<file path="config.mk">
export PLATFORM = sky130hd
export DESIGN_NAME = alu_cmp
export DESIGN_NICKNAME = d
export VERILOG_FILES = /design/src/rtl/alu_cmp_pkg.sv /design/src/rtl/alu_divider.sv /design/src/rtl/alu_datapath.sv /design/src/rtl/alu_cond.sv /design/src/rtl/alu_cmp.sv
export SDC_FILE = /design/constraint.sdc
export NUM_CORES = 1
export LEC_CHECK = 0
export ABC_AREA = 1
export BUFFER_PORTS_ARGS = -buffer_cell sky130_fd_sc_hd__buf_2
export CAP_MARGIN = 5
export CELL_PAD_IN_SITES_DETAIL_PLACEMENT = 1
export CELL_PAD_IN_SITES_GLOBAL_PLACEMENT = 2
export CORE_MARGIN = 10
export CORE_UTILIZATION = 37
export DETAILED_ROUTE_END_ITERATION = 8
export MAX_ROUTING_LAYER = met4
export PLACE_DENSITY = 0.89
export SETUP_SLACK_MARGIN = 0.05
export SYNTH_ARGS = -nofsm -noshare
export SYNTH_HDL_FRONTEND = slang
export SYNTH_SLANG_ARGS = --single-unit
</file>
<file path="constraint.sdc">
create_clock -name clk_i -period 54.9 [get_ports clk_i]
set_clock_uncertainty 0.05 [all_clocks]
set_input_delay 5.49 -clock clk_i [delete_from_list [all_inputs] [get_ports clk_i]]
set_output_delay 5.49 -clock clk_i [all_outputs]
set_load 0.05 [all_outputs]
</file>
<file path="src/rtl/alu_cmp_pkg.sv">
package alu_cmp_pkg;
  typedef enum logic [2:0] {
    OP_ADD = 3'd0,
    OP_SUB = 3'd1,
    OP_MUL = 3'd2,
    OP_DIV = 3'd3,
    OP_MOD = 3'd4,
    OP_AND = 3'd5,
    OP_OR  = 3'd6,
    OP_XOR = 3'd7
  } alu_op_e;

  localparam int unsigned COND_EQ = 0;
  localparam int unsigned COND_NE = 1;
  localparam int unsigned COND_LT = 2;
  localparam int unsigned COND_LE = 3;
  localparam int unsigned COND_GT = 4;
  localparam int unsigned COND_GE = 5;
  localparam int unsigned NUM_COND = 6;
endpackage

</file>
<file path="src/rtl/alu_divider.sv">
// Combinational restoring divider, one stage per quotient bit.
// A zero divisor naturally yields all-ones quotient and remainder == dividend.
module alu_divider #(
  parameter int unsigned W = 16
) (
  input  logic [W-1:0] num_i,
  input  logic [W-1:0] den_i,
  output logic [W-1:0] quo_o,
  output logic [W-1:0] rem_o
);
  logic [W-1:0] part [W+1];

  assign part[0] = '0;

  for (genvar s = 0; s < W; s++) begin : g_stage
    logic [W:0]   shifted;
    logic [W-1:0] diff;
    logic         fits;
    assign shifted = {part[s], num_i[W-1-s]};
    assign diff    = shifted[W-1:0] - den_i;
    assign fits    = shifted[W] | (shifted[W-1:0] >= den_i);
    assign part[s+1]       = fits ? diff : shifted[W-1:0];
    assign quo_o[W-1-s]    = fits;
  end

  assign rem_o = part[W];
endmodule

</file>
<file path="src/rtl/alu_datapath.sv">
module alu_datapath
  import alu_cmp_pkg::*;
#(
  parameter int unsigned W = 16
) (
  input  logic [2:0]   op_i,
  input  logic [W-1:0] a_i,
  input  logic [W-1:0] b_i,
  output logic [W-1:0] result_o,
  output logic         fault_o
);
  alu_op_e      op;
  logic [W-1:0] quo, rem, prod;
  logic         den_zero;

  assign op       = alu_op_e'(op_i);
  assign den_zero = (b_i == '0);
  assign prod     = a_i * b_i;

  alu_divider #(.W(W)) u_div (
    .num_i (a_i),
    .den_i (b_i),
    .quo_o (quo),
    .rem_o (rem)
  );

  always_comb begin
    unique case (op)
      OP_ADD:  result_o = a_i + b_i;
      OP_SUB:  result_o = a_i - b_i;
      OP_MUL:  result_o = prod;
      OP_DIV:  result_o = den_zero ? '1 : quo;
      OP_MOD:  result_o = den_zero ? a_i : rem;
      OP_AND:  result_o = a_i & b_i;
      OP_OR:   result_o = a_i | b_i;
      OP_XOR:  result_o = a_i ^ b_i;
      default: result_o = '0;
    endcase
  end

  assign fault_o = den_zero & ((op == OP_DIV) | (op == OP_MOD));
endmodule

</file>
<file path="src/rtl/alu_cond.sv">
// Stored signed difference and branch condition decode.
module alu_cond
  import alu_cmp_pkg::*;
#(
  parameter int unsigned W = 16
) (
  input  logic                clk_i,
  input  logic                rst_ni,
  input  logic                cmp_i,
  input  logic [W-1:0]        a_i,
  input  logic [W-1:0]        b_i,
  output logic [NUM_COND-1:0] taken_o
);
  logic [W-1:0] diff_q;
  logic         is_zero, is_neg;

  always_ff @(posedge clk_i or negedge rst_ni) begin
    if (!rst_ni)    diff_q <= '0;
    else if (cmp_i) diff_q <= a_i - b_i;
  end

  assign is_zero = (diff_q == '0);
  assign is_neg  = diff_q[W-1];

  always_comb begin
    taken_o          = '0;
    taken_o[COND_EQ] = is_zero;
    taken_o[COND_NE] = ~is_zero;
    taken_o[COND_LT] = is_neg;
    taken_o[COND_LE] = is_neg | is_zero;
    taken_o[COND_GT] = ~is_neg & ~is_zero;
    taken_o[COND_GE] = ~is_neg;
  end
endmodule

</file>
<file path="src/rtl/alu_cmp.sv">
module alu_cmp
  import alu_cmp_pkg::*;
#(
  parameter int unsigned W = 16
) (
  input  logic                clk_i,
  input  logic                rst_ni,
  input  logic [2:0]          op_i,
  input  logic [W-1:0]        a_i,
  input  logic [W-1:0]        b_i,
  input  logic                cmp_i,
  output logic [W-1:0]        result_o,
  output logic                fault_o,
  output logic [NUM_COND-1:0] taken_o
);
  alu_datapath #(.W(W)) u_dp (
    .op_i     (op_i),
    .a_i      (a_i),
    .b_i      (b_i),
    .result_o (result_o),
    .fault_o  (fault_o)
  );

  alu_cond #(.W(W)) u_cond (
    .clk_i   (clk_i),
    .rst_ni  (rst_ni),
    .cmp_i   (cmp_i),
    .a_i     (a_i),
    .b_i     (b_i),
    .taken_o (taken_o)
  );
endmodule

</file>
==> impl_metrics.toml <==
[status]
status = "complete, no violations"

[detailed_routing]
dr.pass1.iters = 5
vias_per_cell = 5.238
wl_mm = 78.59
drc = 0
detail-route-antenna-nets = 0
vias = 22200
avgRoutedWirePerCell_um = 18.55
dr.first_iter.drc_count = 1093

[cts]
cts.clk_slew.worst_paths_ns = 0.05
cts_root_buffer = "clkbuf_16"
cts.path.max_buffers = 2
numClockSinks = 16
cts_tree = "built"
numCtsBuffers = 3
worstSkewPairLatency_ns = 0.24
htreeDepth = 1

[synthesis]
ys_top_cells_by_area = "ha_1 (21%), nand2_1 (16%), inv_1 (10%), fa_1 (9.0%), xor2_1 (6.4%)"
ys_seq_area_share_pct = 1.866
yosys_warnings = 0
syn_area_per_cell_um2 = 6.207
syn_area_mm2 = 0.02146
yosysTopAreaCellShare_pct = 20.52
synthArstFlopShare_pct = 100.0
synthesis.nets = 3944
ys.flop_type = "dfrtp_1"
synth_edf_count = 0
syn_inst = 3457
synth_top_cell_by_area = "ha_1"
ys_ff_latch = 16
synth_cell_types = 56

[floorplanning]
die_area_mm2 = 0.06803
start_util_pct = 37.26
fp.dieW_um = 260.8
boundaryPins = 61
rows = 88
coreArea_mm2 = 0.05759
die_h_um = 260.8

[global_route]
grt_first_pass_wirelength_mm = 125.2
grt_max_degree = 48
grt.total_usage_pct = 23.38
grt_overflow = 0
antenna_found_initial = 2
first_global_vias = 22890

[critical_path]
crit_start = "b_i[1]"
critPathTopFamily = "compound AO/OA/AOI/OAI gates"
r2r_start = "u_cond.diff_q[10]$_DFFE_PN0P_"
crit_top_cell = "nand2_1"
path_buf_inv = 29
critPathMaxStageDelay_ns = 0.49
setup.worst_path.end_class = "output port"
startpoint_type = "input port"
cp.required_ns = 49.36
critPathKind = "input port to output port"
cp_max_fo = 24
arrival_ns = 45.02
slowest_stage = "a31oi_2"

[sta]
drv_slew = 0
max_freq_mhz = 19.78
fin_crit_sh_pct = 92.09
finalSetupViolCount = 0
fin_crit_ns = 50.56
hold_violations = 0
worst_slew_pin_slew_ns = 0.9646
worst_slew_margin_rel_pct = 35.45

[finish]
area_delta_synth_final_pct = 6.256
final_cell_mix = "nand2_1 (935), inv_1 (572), ha_1 (352), a21oi_1 (242), nand3_1 (192)"
largest_reg_flops = 16
top_register = "u_cond.diff_q"
fin_nets = 3958
reg.largest.list = "u_cond.diff_q (16)"
layout_commonest_cell = "nand2_1"
layout-drive-gt1-share_pct = 6.167
finalCoreUtilization_pct = 39.59

[placed_design]
dp_hpwl_mm = 63.91
portBuffers = 60
finalWeightedCongestion = 0.9564

[worst_hold_path]
hold_class = "flop to flop"
hp-start = "u_cond.diff_q[14]$_DFFE_PN0P_"

[job]
maxCapViolCount = 0
## tightest hold or removal path, cell delays in order, from the launching register on
cell and delay (ns):
dfrtp_1 0.34, nand2_1 0.06, nand2_1 0.05
## cells by family after synthesis
| group | synth area share [%] |
|---|---|
| buffers and inverters | 12.70 |
| flip-flops | 1.866 |
| XOR/XNOR | 10.12 |
| adder cells (fa/ha/maj) | 29.57 |
| AND/OR/NAND/NOR | 29.45 |
| AO/OA/AOI/OAI | 16.29 |
## per-stage QoR
step | TNS [ns] | instances | hold slack, ns | area [um^2] | setup WS (ns)
floorplan | 0 | 3457 | 0.3994 | 21460 | 8.378
global placement | 0 | 4223 | 0.4137 | 22460 | 1.813
detailed placement | 0 | 4223 | 0.4178 | 22460 | 0.006317
CTS | 0 | 4227 | 0.4317 | 22550 | 0.1820
global route | -0.03402 | 4236 | 0.4623 | 22800 | -0.02404
finish | 0 | 4237 | 0.4313 | 22800 | 4.342
## routing by layer
| layer | global-route usage, % | wire, um | vias to the layer above |
|---|---|---|---|
| li1 | - | - | 11180 |
| met1 | 31.07 | 37960 | 10550 |
| met2 | 37.63 | 35080 | 376 |
| met3 | 2.956 | 3904 | 87 |
| met4 | 4.344 | 1639 | 0 |
| met5 | - | 0 | - |
## worst paths after layout
check	to	slack, ns	cells past startpoint
setup / recovery	result_o[11]	4.34	238
hold / removal	u_cond.diff_q[14]$_DFFE_PN0P_	0.43	2
setup reg to reg	u_cond.diff_q[10]$_DFFE_PN0P_	54.17	2
hold reg to reg	u_cond.diff_q[14]$_DFFE_PN0P_	0.43	2
max in group asynchronous	u_cond.diff_q[2]$_DFFE_PN0P_	49.41	1
min in group asynchronous	u_cond.diff_q[12]$_DFFE_PN0P_	5.11	1
## layout make-up
class | count | area [um^2]
inverter | 597 | 2257
sequential | 16 | 400.4
multi-input combinational | 2760 | 18530
fill | 7773 | 34780
tap | 765 | 957.2
antenna | 2 | 5.005
clock buffer | 4 | 88.84
timing repair buffer | 93 | 564.3
## timing repair
item                       CTS  global route
setup buffers                0             4
hold buffers                 0             0
setup endpoints to repair   14            16
cloned                       0             4
resized for setup            1            46
pin swaps                    0             8
## cell usage after synthesis (2+ instances only)
cell / instances
a2111oi_0: 4
a211oi_1: 3
a21boi_0: 8
a21boi_1: 2
a21o_1: 12
a21oi_1: 245
a221o_1: 5
a221oi_1: 6
a22oi_1: 7
a31oi_1: 10
and2_1: 7
buf_2: 22
buf_4: 11
buf_6: 11
clkbuf_1: 43
dfrtp_1: 16
fa_1: 97
ha_1: 352
inv_1: 574
inv_2: 21
nand2_1: 935
nand2_2: 18
nand2_4: 5
nand3_1: 192
nand3_2: 19
nand3_4: 8
nand3b_1: 27
nand4_1: 27
nor2_1: 143
nor2_2: 7
nor2_4: 5
nor3_1: 24
nor4_1: 12
o2111ai_1: 10
o211ai_1: 4
o21a_1: 21
o21ai_0: 172
o21ai_1: 42
o21bai_1: 48
o221ai_1: 2
o31ai_1: 8
or2_2: 12
xnor2_1: 91
xor2_1: 157
Power is not shown: default switching activity piles up to over one toggle a cycle in this logic, so the estimate is an artifact.
